==> src/rtl/des_ks_pkg.sv <==
package des_ks_pkg;
  localparam int KEY_W    = 64;
  localparam int CD_W     = 56;
  localparam int HALF_W   = CD_W / 2;
  localparam int RK_W     = 48;
  localparam int N_ROUNDS = 16;
  localparam int IDX_W    = $clog2(N_ROUNDS + 1);

  // Selection tables, 1-based, MSB-first bit numbering
  localparam byte unsigned SEL56 [0:CD_W-1] = '{
    57,49,41,33,25,17, 9, 1,58,50,42,34,26,18,
    10, 2,59,51,43,35,27,19,11, 3,60,52,44,36,
    63,55,47,39,31,23,15, 7,62,54,46,38,30,22,
    14, 6,61,53,45,37,29,21,13, 5,28,20,12, 4};

  localparam byte unsigned SEL48 [0:RK_W-1] = '{
    14,17,11,24, 1, 5, 3,28,15, 6,21,10,
    23,19,12, 4,26, 8,16, 7,27,20,13, 2,
    41,52,31,37,47,55,30,40,51,45,33,48,
    44,49,39,56,34,53,46,42,50,36,29,32};

  // Rotation amount of round r (0-based round number)
  function automatic int rot_amount(input int r);
    return (r == 0 || r == 1 || r == 8 || r == 15) ? 1 : 2;
  endfunction

  function automatic logic [CD_W-1:0] drop_parity(input logic [KEY_W-1:0] k);
    logic [CD_W-1:0] o;
    o = '0;
    for (int j = 0; j < CD_W; j++) o[CD_W-1-j] = k[KEY_W - int'(SEL56[j])];
    return o;
  endfunction

  function automatic logic [RK_W-1:0] compress(input logic [CD_W-1:0] cd);
    logic [RK_W-1:0] o;
    o = '0;
    for (int j = 0; j < RK_W; j++) o[RK_W-1-j] = cd[CD_W - int'(SEL48[j])];
    return o;
  endfunction

  function automatic logic [HALF_W-1:0] rotl(input logic [HALF_W-1:0] x, input int n);
    return (x << n) | (x >> (HALF_W - n));
  endfunction

  function automatic logic [HALF_W-1:0] rotr(input logic [HALF_W-1:0] x, input int n);
    return (x >> n) | (x << (HALF_W - n));
  endfunction
endpackage

==> src/rtl/des_ks_pc1.sv <==
module des_ks_pc1
  import des_ks_pkg::*;
(
  input  logic [KEY_W-1:0] key_i,
  output logic [CD_W-1:0]  cd_o
);
  always_comb cd_o = drop_parity(key_i);
endmodule

==> src/rtl/des_ks_pc2.sv <==
module des_ks_pc2
  import des_ks_pkg::*;
(
  input  logic [CD_W-1:0] cd_i,
  output logic [RK_W-1:0] rk_o
);
  always_comb rk_o = compress(cd_i);
endmodule

==> src/rtl/des_ks_halves.sv <==
module des_ks_halves
  import des_ks_pkg::*;
(
  input  logic             clk,
  input  logic             rst_n,
  input  logic             load_i,
  input  logic             decrypt_i,
  input  logic             adv_i,
  input  logic [IDX_W-1:0] idx_i,
  input  logic [CD_W-1:0]  pc1_cd_i,
  output logic [CD_W-1:0]  cd_o
);
  logic [HALF_W-1:0] c_q, d_q, c_nx, d_nx;
  logic              dir_q;
  logic              dir_nx;
  int                amt;

  always_comb begin
    c_nx   = c_q;
    d_nx   = d_q;
    dir_nx = dir_q;
    amt    = 1;
    if (load_i) begin
      dir_nx = decrypt_i;
      if (decrypt_i) begin
        c_nx = pc1_cd_i[CD_W-1:HALF_W];
        d_nx = pc1_cd_i[HALF_W-1:0];
      end else begin
        c_nx = rotl(pc1_cd_i[CD_W-1:HALF_W], rot_amount(0));
        d_nx = rotl(pc1_cd_i[HALF_W-1:0], rot_amount(0));
      end
    end else if (adv_i) begin
      if (dir_q) begin
        amt  = rot_amount(N_ROUNDS - 1 - int'(idx_i));
        c_nx = rotr(c_q, amt);
        d_nx = rotr(d_q, amt);
      end else begin
        amt  = rot_amount(int'(idx_i) + 1);
        c_nx = rotl(c_q, amt);
        d_nx = rotl(d_q, amt);
      end
    end
  end

  always_ff @(posedge clk or negedge rst_n) begin
    if (!rst_n) begin
      c_q   <= '0;
      d_q   <= '0;
      dir_q <= 1'b0;
    end else begin
      c_q   <= c_nx;
      d_q   <= d_nx;
      dir_q <= dir_nx;
    end
  end

  assign cd_o = {c_q, d_q};

  a_r4_rotation_keeps_weight: assert property (@(posedge clk) disable iff (!rst_n)
    (adv_i && !load_i) |=> ($countones(cd_o) == $past($countones(cd_o))));

  a_r5_decrypt_load_unrotated: assert property (@(posedge clk) disable iff (!rst_n)
    (load_i && decrypt_i) |=> (cd_o == $past(pc1_cd_i)));
endmodule

==> src/rtl/des_key_sched.sv <==
module des_key_sched
  import des_ks_pkg::*;
(
  input  logic             clk,
  input  logic             rst_n,
  input  logic             load_i,
  input  logic [KEY_W-1:0] key_i,
  input  logic             decrypt_i,
  input  logic             step_i,
  output logic [RK_W-1:0]  rkey_o,
  output logic [IDX_W-1:0] round_o,
  output logic             key_valid_o
);
  localparam logic [IDX_W-1:0] LAST_IDX = IDX_W'(N_ROUNDS);

  logic [IDX_W-1:0] idx_q;
  logic [CD_W-1:0]  pc1_cd, cur_cd;
  logic [RK_W-1:0]  rk_raw;
  logic             adv;

  assign adv = step_i && !load_i && (idx_q < LAST_IDX - 1'b1);

  always_ff @(posedge clk or negedge rst_n) begin
    if (!rst_n)                          idx_q <= LAST_IDX;
    else if (load_i)                     idx_q <= '0;
    else if (step_i && idx_q < LAST_IDX) idx_q <= idx_q + 1'b1;
  end

  des_ks_pc1 u_pc1 (.key_i(key_i), .cd_o(pc1_cd));

  des_ks_halves u_halves (
    .clk(clk), .rst_n(rst_n), .load_i(load_i), .decrypt_i(decrypt_i),
    .adv_i(adv), .idx_i(idx_q), .pc1_cd_i(pc1_cd), .cd_o(cur_cd));

  des_ks_pc2 u_pc2 (.cd_i(cur_cd), .rk_o(rk_raw));

  assign key_valid_o = (idx_q < LAST_IDX);
  assign round_o     = idx_q;
  assign rkey_o      = key_valid_o ? rk_raw : '0;

  a_r3_load_clears_round: assert property (@(posedge clk) disable iff (!rst_n)
    load_i |=> (round_o == '0 && key_valid_o));

  a_r4_step_advances: assert property (@(posedge clk) disable iff (!rst_n)
    (step_i && !load_i && round_o < LAST_IDX) |=> (round_o == $past(round_o) + 1'b1));

  a_r6_saturate_hold: assert property (@(posedge clk) disable iff (!rst_n)
    (step_i && !load_i && round_o == LAST_IDX) |=> (round_o == LAST_IDX && !key_valid_o));

  a_r6_round_in_range: assert property (@(posedge clk) disable iff (!rst_n)
    round_o <= LAST_IDX);
endmodule

==> config.mk <==
export PLATFORM = sky130hd
export DESIGN_NAME = des_key_sched
export DESIGN_NICKNAME = d
export VERILOG_FILES = /design/src/rtl/des_ks_pkg.sv /design/src/rtl/des_ks_pc1.sv /design/src/rtl/des_ks_pc2.sv /design/src/rtl/des_ks_halves.sv /design/src/rtl/des_key_sched.sv
export SDC_FILE = /design/constraint.sdc
export NUM_CORES = 1
export LEC_CHECK = 0
export ABC_AREA = 1
export CAP_MARGIN = 20
export CORE_AREA = 2 2 116 118
export CTS_CLUSTER_DIAMETER = 60
export DETAILED_ROUTE_END_ITERATION = 6
export DIE_AREA = 0 0 118 120
export DONT_BUFFER_PORTS = 1
export SETUP_SLACK_MARGIN = 0.5
export SYNTH_ARGS = -nofsm -noshare
export SYNTH_HDL_FRONTEND = slang
export SYNTH_SLANG_ARGS = --single-unit
==> constraint.sdc <==
create_clock -name clk -period 3 [get_ports clk]
set_clock_uncertainty 0.05 [all_clocks]
set_input_delay 0.45 -clock clk [delete_from_list [all_inputs] [get_ports clk]]
set_output_delay 0.45 -clock clk [all_outputs]
set_load 0.01 [all_outputs]
== Word level (Yosys, flattened, before mapping) ==
Cells that the tools add are included.

* Output and inout bits: 54
* Bits in registers: 62

* Reduce and logical (&&, ||, !) cells: 14
* Mux-type cells: 13
* Eq/ne operators: 6
* $add $sub $neg: 5
* Shift operators: 8
* Bitwise operators: 6
* $lt $le $gt $ge: 2

{| class="wikitable"
|+ Operators by type and width
! operator !! count
|-
| 2-to-1 mux 28 bit || 8
|-
| == test 32 x 5 -> 1 bit, second input constant || 4
|-
| << shifter 28 x 32 -> 28 bit || 4
|-
| >> shifter 28 x 32 -> 28 bit || 4
|-
| bitwise OR 28 bit || 4
|-
| == test 32 x 2 -> 1 bit, second input constant || 2
|-
| logical NOT 32 bit || 2
|-
| subtractor 6 x 32 -> 32 bit, first input constant || 2
|-
| bitwise OR 28 x 1 -> 28 bit || 2
|-
| 2-to-1 mux 48 bit || 1
|-
| 2-to-1 mux 5 bit || 2
|-
| adder 5 x 1 -> 6 bit, second input constant || 1
|-
| logical OR 1 bit || 6
|-
| subtractor 4 x 5 -> 6 bit, first input constant || 1
|-
| adder 5 x 1 -> 5 bit, second input constant || 1
|-
| less-than comparator 5 x 4 -> 1 bit, second input constant || 1
|-
| less-than comparator 5 bit, second input constant || 1
|-
| 2-to-1 mux 2 bit || 2
|-
| nonzero test 2 bit || 2
|-
| logical AND 1 bit || 3
|-
| logical NOT 1 bit || 1
|}

== Depth between registers and ports, before layout ==
Gate-level depths: netlist (run 1).

* Word-level depth: 12
* Depth in mapped cells: 13
* Mapped depth without buffers: 12

== Hierarchy ==
A second synthesis (run 1) with hierarchy kept.

* Cell total of the unflattened synthesis: 1247
* Area, all modules: 6929.1 µm²

{| class="wikitable"
|+ Modules (own cells, without submodules)
! module !! instances !! cells an instance !! area each (µm²) !! seq. area each (µm²)
|-
| des_ks_halves || 1 || 1010 || 5459.0 || 1426.4
|-
| des_key_sched || 1 || 133 || 689.4 || 126.4
|-
| des_ks_pc1 || 1 || 56 || 420.4 || 0.0
|-
| des_ks_pc2 || 1 || 48 || 360.3 || 0.0
|}

== Worst setup path before layout (run 1) ==
OpenSTA, ideal clock, no wires.

* Path type: reg-to-reg
* Start point: register idx_q[0] (netlist: round_o[0])
* End point: register u_halves.c_q[13]
* Arrival: 2.029 ns
* Setup time: 0.124 ns
* Setup slack: 0.797 ns
* Stages on the path, launching flop included: 12
* Path buffers: 2
* Period minus slack after synthesis: 2.203 ns
* Path through: dfrtp_1 -> ha_1 -> nand2_1 -> nor2_1 -> ha_1 -> inv_1 -> a21oi_2 -> nand3_2 -> buf_6 -> buf_4 -> o211ai_1 -> a21oi_1

* Cells in the longest elaborated chain, start to end: 12
* Elaborated cells between the ends (all ways): 32
* Those cells by class: add/sub: 4; order compare: 1; eq/ne: 6; shift: 4; mux: 5; bitwise: 2; reduce/logical: 10

{| class="wikitable"
|+ RTL lines
! item !! line !! source
|-
| start: declaration || des_key_sched.sv:16 || <nowiki>logic [IDX_W-1:0] idx_q;</nowiki>
|-
| start signal: assignment || des_key_sched.sv:26 || <nowiki>else if (step_i && idx_q < LAST_IDX) idx_q <= idx_q + 1'b1;</nowiki>
|-
| adder 5 x 1 -> 6 bit / subtractor 4 x 5 -> 6 bit (equally long branches) || des_ks_halves.sv:38, des_ks_halves.sv:34 ||
|-
| == test 32 x 2 -> 1 bit / logical NOT 32 bit (equally long branches) || des_ks_pkg.sv:24 || <nowiki>return (r == 0 || r == 1 || r == 8 || r == 15) ? 1 : 2;</nowiki>
|-
| logical OR 1 bit (3 in a row) || des_ks_pkg.sv:24 ||
|-
| 2-to-1 mux 2 bit || des_ks_pkg.sv:24 ||
|-
| subtractor 6 x 32 -> 32 bit, on equally long branches || des_ks_pkg.sv:42, des_ks_pkg.sv:46 ||
|-
| >> shifter 28 x 32 -> 28 bit / << shifter 28 x 32 -> 28 bit (equally long branches) || des_ks_pkg.sv:42, des_ks_pkg.sv:46 ||
|-
| bitwise OR 28 bit, on equally long branches || des_ks_pkg.sv:42, des_ks_pkg.sv:46 ||
|-
| 2-to-1 mux 28 bit || des_ks_halves.sv:33 || <nowiki>if (dir_q) begin</nowiki>
|-
| 2-to-1 mux 28 bit || des_ks_halves.sv:32 || <nowiki>end else if (adv_i) begin</nowiki>
|-
| 2-to-1 mux 28 bit || des_ks_halves.sv:23 || <nowiki>if (load_i) begin</nowiki>
|-
| end signal: assignment || des_ks_halves.sv:51 || <nowiki>c_q <= c_nx;</nowiki>
|-
| end: declaration || des_ks_halves.sv:13 || <nowiki>logic [HALF_W-1:0] c_q, d_q, c_nx, d_nx;</nowiki>
|}

Parallel ways exist; a longest one is shown, timed or not. The select of a mux whose other input is x is not followed.
A chain may end at the register's enable or synchronous reset.

== Final worst setup path (run 1) ==
* Start point: register idx_q[4] (netlist: round_o[4])
* End point: register u_halves.d_q[17]

* Cells in the longest elaborated chain, start to end: 12
* Elaborated cells between the ends (all ways): 32
* Those cells by class: add/sub: 4; order compare: 1; eq/ne: 6; shift: 4; mux: 5; bitwise: 2; reduce/logical: 10

{| class="wikitable"
|+ RTL lines
! item !! line !! source
|-
| adder 5 x 1 -> 6 bit / subtractor 4 x 5 -> 6 bit (equally long branches) || des_ks_halves.sv:38, des_ks_halves.sv:34 ||
|-
| == test 32 x 2 -> 1 bit / logical NOT 32 bit (equally long branches) || des_ks_pkg.sv:24 ||
|-
| logical OR 1 bit (3 in a row) || des_ks_pkg.sv:24 ||
|-
| 2-to-1 mux 2 bit || des_ks_pkg.sv:24 ||
|-
| subtractor 6 x 32 -> 32 bit, on equally long branches || des_ks_pkg.sv:42, des_ks_pkg.sv:46 ||
|-
| >> shifter 28 x 32 -> 28 bit / << shifter 28 x 32 -> 28 bit (equally long branches) || des_ks_pkg.sv:42, des_ks_pkg.sv:46 ||
|-
| bitwise OR 28 bit, on equally long branches || des_ks_pkg.sv:42, des_ks_pkg.sv:46 ||
|-
| 2-to-1 mux 28 bit || des_ks_halves.sv:33 ||
|-
| 2-to-1 mux 28 bit || des_ks_halves.sv:32 ||
|-
| 2-to-1 mux 28 bit || des_ks_halves.sv:23 ||
|-
| end signal: assignment || des_ks_halves.sv:52 || <nowiki>d_q <= d_nx;</nowiki>
|-
| end: declaration || des_ks_halves.sv:13 ||
|}

Parallel ways exist; a longest one is shown, timed or not. The select of a mux whose other input is x is not followed.

==> flow_summary_export.csv, run 1 <==
group,metric,value,unit
timing,period_share,77.3,%
floorplanning,initial_utilization,43.7,%
cts,cts_buffers,9,
global_route,antenna_found_initial,0,
flow_run,cap_violations,0,
critical_path,critPathTopFamily,"flip-flops",
routing,via_per_inst,5.51,
critical_path,end_kind,"flip-flop",
cts,cts.sinks,62,
cells_and_area,final_cell_mix,"nor2_1 (230), nand2_1 (183), a21oi_1 (102), inv_1 (101), o21ai_0 (96)",
synth,synth-seq-area-share,27.3,%
floorplanning,die_h,120,µm
global_route,grt_usage,25.5,%
place,hpwl,11300,µm
routing,drtPass1Iterations,6,
timing,setup_slack,682,ps
cells_and_area,final_area,6170,µm²
timing,max_slew_margin,50.2,%
cts,max-clock-path-buffers,2,
routing,postRouteAntennaNets,0,
routing,wl_per_cell,16.1,µm
hold_path,min-delay-path-class,"primary input to flip-flop",
floorplanning,dieArea,14200,µm²
place,dp_slack,632,ps
floorplanning,rows,42,
cts,clk_latency,340,ps
cells_and_area,drive_above_1_share,5.26,%
global_route,grt_pass1_wl,29600,µm
cells_and_area,fin_util,47.5,%
global_route,grt_pass1_vias,5809,
critical_path,critPathBufInv,4,
routing,routed_wl,18100,µm
critical_path,crit_arrival,2530,ps
power_and_ir_drop,p_per_area,574,nW/µm²
place,portBuffers,0,
synth,synth-warning-count,0,
routing,vias,6200,
synth,synth_cell_types,25,
timing,final.min_clock_period,2320,ps
critical_path,slowest_stage,"dfstp_2",
cts,post_cts_buffers,0,
synth,syn_inst,989,
timing,slew_violations,0,
critical_path,crit_type,"flip-flop to flip-flop",
critical_path,worstPathRequired,3210,ps
cts,cts_tree,"built",
timing,fin_setup_tns,0,ps
timing,fmax,0.431,GHz
run_status,status,"complete, no violations",
critical_path,cp_max_fo,29,
power_and_ir_drop,ir_worst_vdd,0.000301,V
synth,syn_area,5680,µm²
routing,drc,0,
critical_path,startpoint_type,"flip-flop",
cells_and_area,diodes,0,
synth,synth-seq-cells,62,
timing,rsz0062_at_grt,"false",
timing,setup_viol,0,
synth,syn_nets,1062,
cts,h-tree-depth,3,
cells_and_area,final_common_cell,"nor2_1",
timing,worst_slew_pin_slew,746,ps
cts,clkTransAtPathRegs,50,ps
synth,avgSynthCellArea,5.74,µm²
routing,dr.first_iter.drc_count,618,
timing,hold_violations,0,
critical_path,cpPeakStageDelay,710,ps
place,placed_area,5760,µm²
cells_and_area,final_nets,1018,
critical_path,cp_cell_sequence,"inv_2, nand2_1, nor2_2, o21ai_1, nand2_2, inv_2, buf_12, nor2_1, nand2_1, clkinv_1, a21oi_1",
floorplanning,ios,123,
global_route,grt_remaining_overflow,0,
floorplanning,fp.dieW,118,µm
cts,clockRootBuffer,"clkbuf_16",
power_and_ir_drop,power_leakage,3.02,nW
place,gp_congestion,0.826,
power_and_ir_drop,power,3.54,mW
floorplanning,core-area,13000,µm²
global_route,grt_max_degree,90,
cells_and_area,areaGrowthSynthToFinish,8.59,%
-- cells in the mapped netlist (all sizes together) --
library cell  number  area share [%]
o21ai            107             9.4
nand2            187              12
nand4             23             2.5
inv              104             6.9
clkbuf            38             2.5
dfstp              1            0.46
ha                 4            0.88
nand3             42             3.9
dfrtp             61              27
a21boi             1            0.13
o31ai              1            0.13
a21oi            103             9.1
o211ai            44             5.8
clkinv             4            0.26
nor2             231              15
buf               38             3.3
-- registers in the layout, indices dropped and copies added (netlist names), named ones only --
name,cells
u_halves.dir_q,1
u_halves.d_q,27
round_o,5
u_halves.c_q,27
-- layer usage --
layer / up-vias / global-route usage, % / wire (µm)
met5: - / 0 / 0
met3: 12 / 5.13 / 1400
met4: 0 / 6.78 / 204
met2: 238 / 40.6 / 8150
li1: 3114 / - / -
met1: 2836 / 35.4 / 8370
-- path summary, 6_finish.rpt --
check,from,end,slack (ps),depth (start not counted)
max in group asynchronous,rst_n,round_o[4],1940,2
hold reg to reg,u_halves.d_q[15],u_halves.d_q[15],500,2
min in group asynchronous,rst_n,u_halves.c_q[18],640,2
setup reg to reg,round_o[4],u_halves.d_q[17],680,11
setup / recovery,round_o[4],u_halves.d_q[17],680,11
hold / removal,load_i,round_o[4],90,1
-- area by class of cell --
type / count / area [µm²]
multi-input cells: 743 / 3420
clock buffers: 13 / 280
clock inverters: 3 / 40.0
well taps: 176 / 220
inverters: 108 / 405
fillers: 1461 / 6810
flip-flops and latches: 62 / 1560
repair buffers: 21 / 248
-- worst reg2reg max path, cell delays in order (launching register included) --
cell	delay (ps)
dfstp_2	710
inv_2	130
nand2_1	110
nor2_2	70
o21ai_1	240
nand2_2	100
inv_2	290
buf_12	240
nor2_1	70
nand2_1	70
clkinv_1	50
a21oi_1	110
-- where the power goes --
group / total, mW / leakage, nW / internal [mW] / switching (mW)
logic: 1.28 / 2.15 / 0.419 / 0.857
registers: 1.13 / 0.710 / 0.983 / 0.145
clock network: 1.13 / 0.162 / 0.731 / 0.402
total: 3.54 / 3.02 / 2.13 / 1.40
-- cell families (layout without fill, tap and decap cells) --
group	count (synthesis)	count (layout)	share of synthesized area [%]
simple gates	483	483	34.2
fa+ha+maj	4	4	0.881
flops	62	62	27.3
buf+inv	184	145	12.9
compound gates	256	256	24.7
-- through the flow --
| step | std cells | hold WS (ps) |
|---|---|---|
| after floorplan | 989 | 104 |
| after global placement | 1107 | 106 |
| after detailed placement | 1107 | 106 |
| after CTS | 1125 | 85.3 |
| after global routing | 1126 | 85.3 |
| final | 1126 | 93.3 |
-- what timing repair did --
item,CTS,global route
resized for setup,0,5
setup endpoints to repair,0,41
hold buffers,2,0
hold endpoints to repair,62,0
(Power assumes the default switching activity.)
==> run 2: changes to the inputs <==
==> constraint.sdc (replaced) <==
create_clock -name clk -period 2 [get_ports clk]
set_clock_uncertainty 0.05 [all_clocks]
set_input_delay 0.3 -clock clk [delete_from_list [all_inputs] [get_ports clk]]
set_output_delay 0.3 -clock clk [all_outputs]
set_load 0.01 [all_outputs]
==> run 2 against run 1 <==
  * The run now ends with hold timing, setup timing left
  * Sequential power is 50% higher
  * Worst setup slack worse by 740 ps
  * Maximum frequency is 13% higher
  * Sequential share of layout area is 4.2 points lower
  * Hold slack worse by 500 ps
  * Flip-flop and latch count stayed put
  * Clock power is 77% higher
  * Die area stayed put
  * Critical endpoint is now u_halves.c_q[8]
  * Global-route usage is 0.84 points higher
  * Via count is 4.0% higher
  * Combinational power is 88% higher
  * Cell area is 20% higher
==> flow_summary_export.csv, run 2 (synthesized netlist as in run 1, its figures left out) <==
group,metric,value,unit
critical_path,critPathTopFamily,"compound AO/OA/AOI/OAI gates",
run_status,status,"finished with violations",
run_status,failed_checks,"hold timing, setup timing",
routing,postRouteAntennaNets,0,
timing,hold_violations,62,
timing,slew_violations,0,
routing,drc,0,
place,hpwl,12000,µm
global_route,grt_remaining_overflow,0,
routing,via_per_inst,5.51,
cells_and_area,seqCellArea,1560,µm²
global_route,grt_max_degree,63,
cts,clkTransAtPathRegs,70,ps
routing,dr.first_iter.drc_count,636,
cells_and_area,multiInputGateArea,3850,µm²
critical_path,startpoint_type,"flip-flop",
routing,vias,6450,
power_and_ir_drop,ir_worst_vdd,0.000401,V
routing,wl_per_cell,16.9,µm
cts,clk_latency,340,ps
cts,h-tree-depth,3,
critical_path,cpPeakStageDelay,430,ps
floorplanning,ios,123,
critical_path,crit_arrival,2280,ps
floorplanning,fp.dieW,118,µm
cells_and_area,final_nets,1062,
cells_and_area,fillerInstances,1302,
hold_path,min-delay-path-class,"primary input to asynchronous set/reset pin",
floorplanning,initial_utilization,43.7,%
place,portBuffers,0,
global_route,grt_pass1_wl,30300,µm
global_route,grt_usage,26.4,%
critical_path,worstPathRequired,2220,ps
place,gp_congestion,0.826,
floorplanning,die_h,120,µm
flow_run,cap_violations,0,
timing,setup_slack,-59.9,ps
critical_path,critPathBufInv,3,
cells_and_area,final_cell_mix,"nor2_1 (190), nand2_1 (175), inv_1 (97), o21ai_0 (93), a21oi_1 (89)",
cells_and_area,layout.cells.non_filler,1170,
timing,rsz0062_at_grt,"true",
timing,fin_hold_ws,-406,ps
cells_and_area,diodes,0,
global_route,antenna_found_initial,0,
global_route,grt_pass1_vias,5845,
routing,drtPass1Iterations,5,
power_and_ir_drop,p_per_area,824,nW/µm²
floorplanning,core-area,13000,µm²
cts,max-clock-path-buffers,2,
critical_path,end_kind,"flip-flop",
floorplanning,dieArea,14200,µm²
timing,fmax,0.485,GHz
routing,routed_wl,19800,µm
cts,cts.sinks,62,
cts,cts_tree,"built",
cells_and_area,reg_top3,"u_halves.c_q (27), u_halves.d_q (27), round_o (5)",
critical_path,crit_type,"flip-flop to flip-flop",
cts,clockRootBuffer,"clkbuf_16",
timing,final.min_clock_period,2060,ps
critical_path,cp_cell_sequence,"ha_4, nand2_4, nor2_4, ha_4, inv_2, a21oi_4, nand3_4, buf_12, buf_4, a21oi_1, o21ai_1, a21oi_1",
cells_and_area,areaGrowthSynthToFinish,30.3,%
place,placedCellCount,1130,
floorplanning,rows,42,
cts,postCtsHoldBufs,1,
timing,setup_viol,30,
timing,max_slew_margin,66.3,%
cells_and_area,final_common_cell,"nor2_1",
power_and_ir_drop,power_leakage,3.48,nW
cells_and_area,drive_above_1_share,16.4,%
critical_path,slowest_stage,"dfrtp_2",
timing,period_share,103,%
cts,cts_buffers,9,
timing,worst_slew_pin_slew,505,ps
critical_path,cp_max_fo,14,
[run 2: final cells by class]
cell class	count	share of cell area [%]
Tap cell	176	2.98
Inverter	108	5.65
Timing Repair Buffer	65	13.2
Clock buffer	10	3.23
Clock inverter	6	1.79
Multi-Input combinational cell	743	52.1
Sequential cell	62	21.0
[run 2: what timing repair did]
action                                 in CTS  in global routing
gates cloned                                3                 10
setup endpoints to repair                 106                106
gates resized for setup                    36                120
pin swaps                                   3                 36
endpoints found under the hold margin      63                 62
buffers inserted                            6                  4
[run 2: path summary, 6_finish.rpt]
kind | slack (ps) | to | depth (start not counted) | from
setup / recovery | -60 | u_halves.c_q[8] | 12 | round_o[1]
setup reg to reg | -60 | u_halves.c_q[8] | 12 | round_o[1]
max in group asynchronous | 2050 | round_o[4] | 0 | rst_n
min in group clk | 30 | round_o[4] | 2 | step_i
hold / removal | -410 | round_o[3] | 0 | rst_n
hold reg to reg | 490 | u_halves.d_q[25] | 2 | u_halves.d_q[25]
[run 2: routing by layer]
layer	GRT usage, %	vias up	share of wire, %
li1	-	3220	-
met1	37.6	3001	47
met2	41.2	214	45
met3	4.75	15	6.7
met4	7.00	0	1.3
met5	0	-	0
[run 2: report_power, final]
part           switching [mW]  internal [mW]  leakage (nW)
Combinational            1.46          0.948          2.59
Sequential              0.214           1.47         0.710
Clock                   0.627           1.38         0.179
Total                    2.30           3.80          3.48
[run 2: metrics by stage]
step	instance area (µm²)	util, %	total power, mW	setup WS (ps)	setup TNS, ps
finish	7400	57.0	6.10	-59.9	-640
global route	7400	57.0	6.45	-164	-5540
detailed placement	6030	46.4	3.63	-73.4	-870
global placement	6030	46.4	3.62	-48.6	-426
floorplan	5720	-	3.16	-25.5	-451
CTS	6670	51.4	5.81	-50.5	-569
[run 2: worst register-to-register path: cells and delay by family, from the launching register on]
family | cells | cell delay, ps
AOI/OAI and AO/OA | 4 | 480
adders and majority gates | 2 | 420
buffers and inverters | 3 | 370
DFF | 1 | 430
and+or+nand+nor | 3 | 230
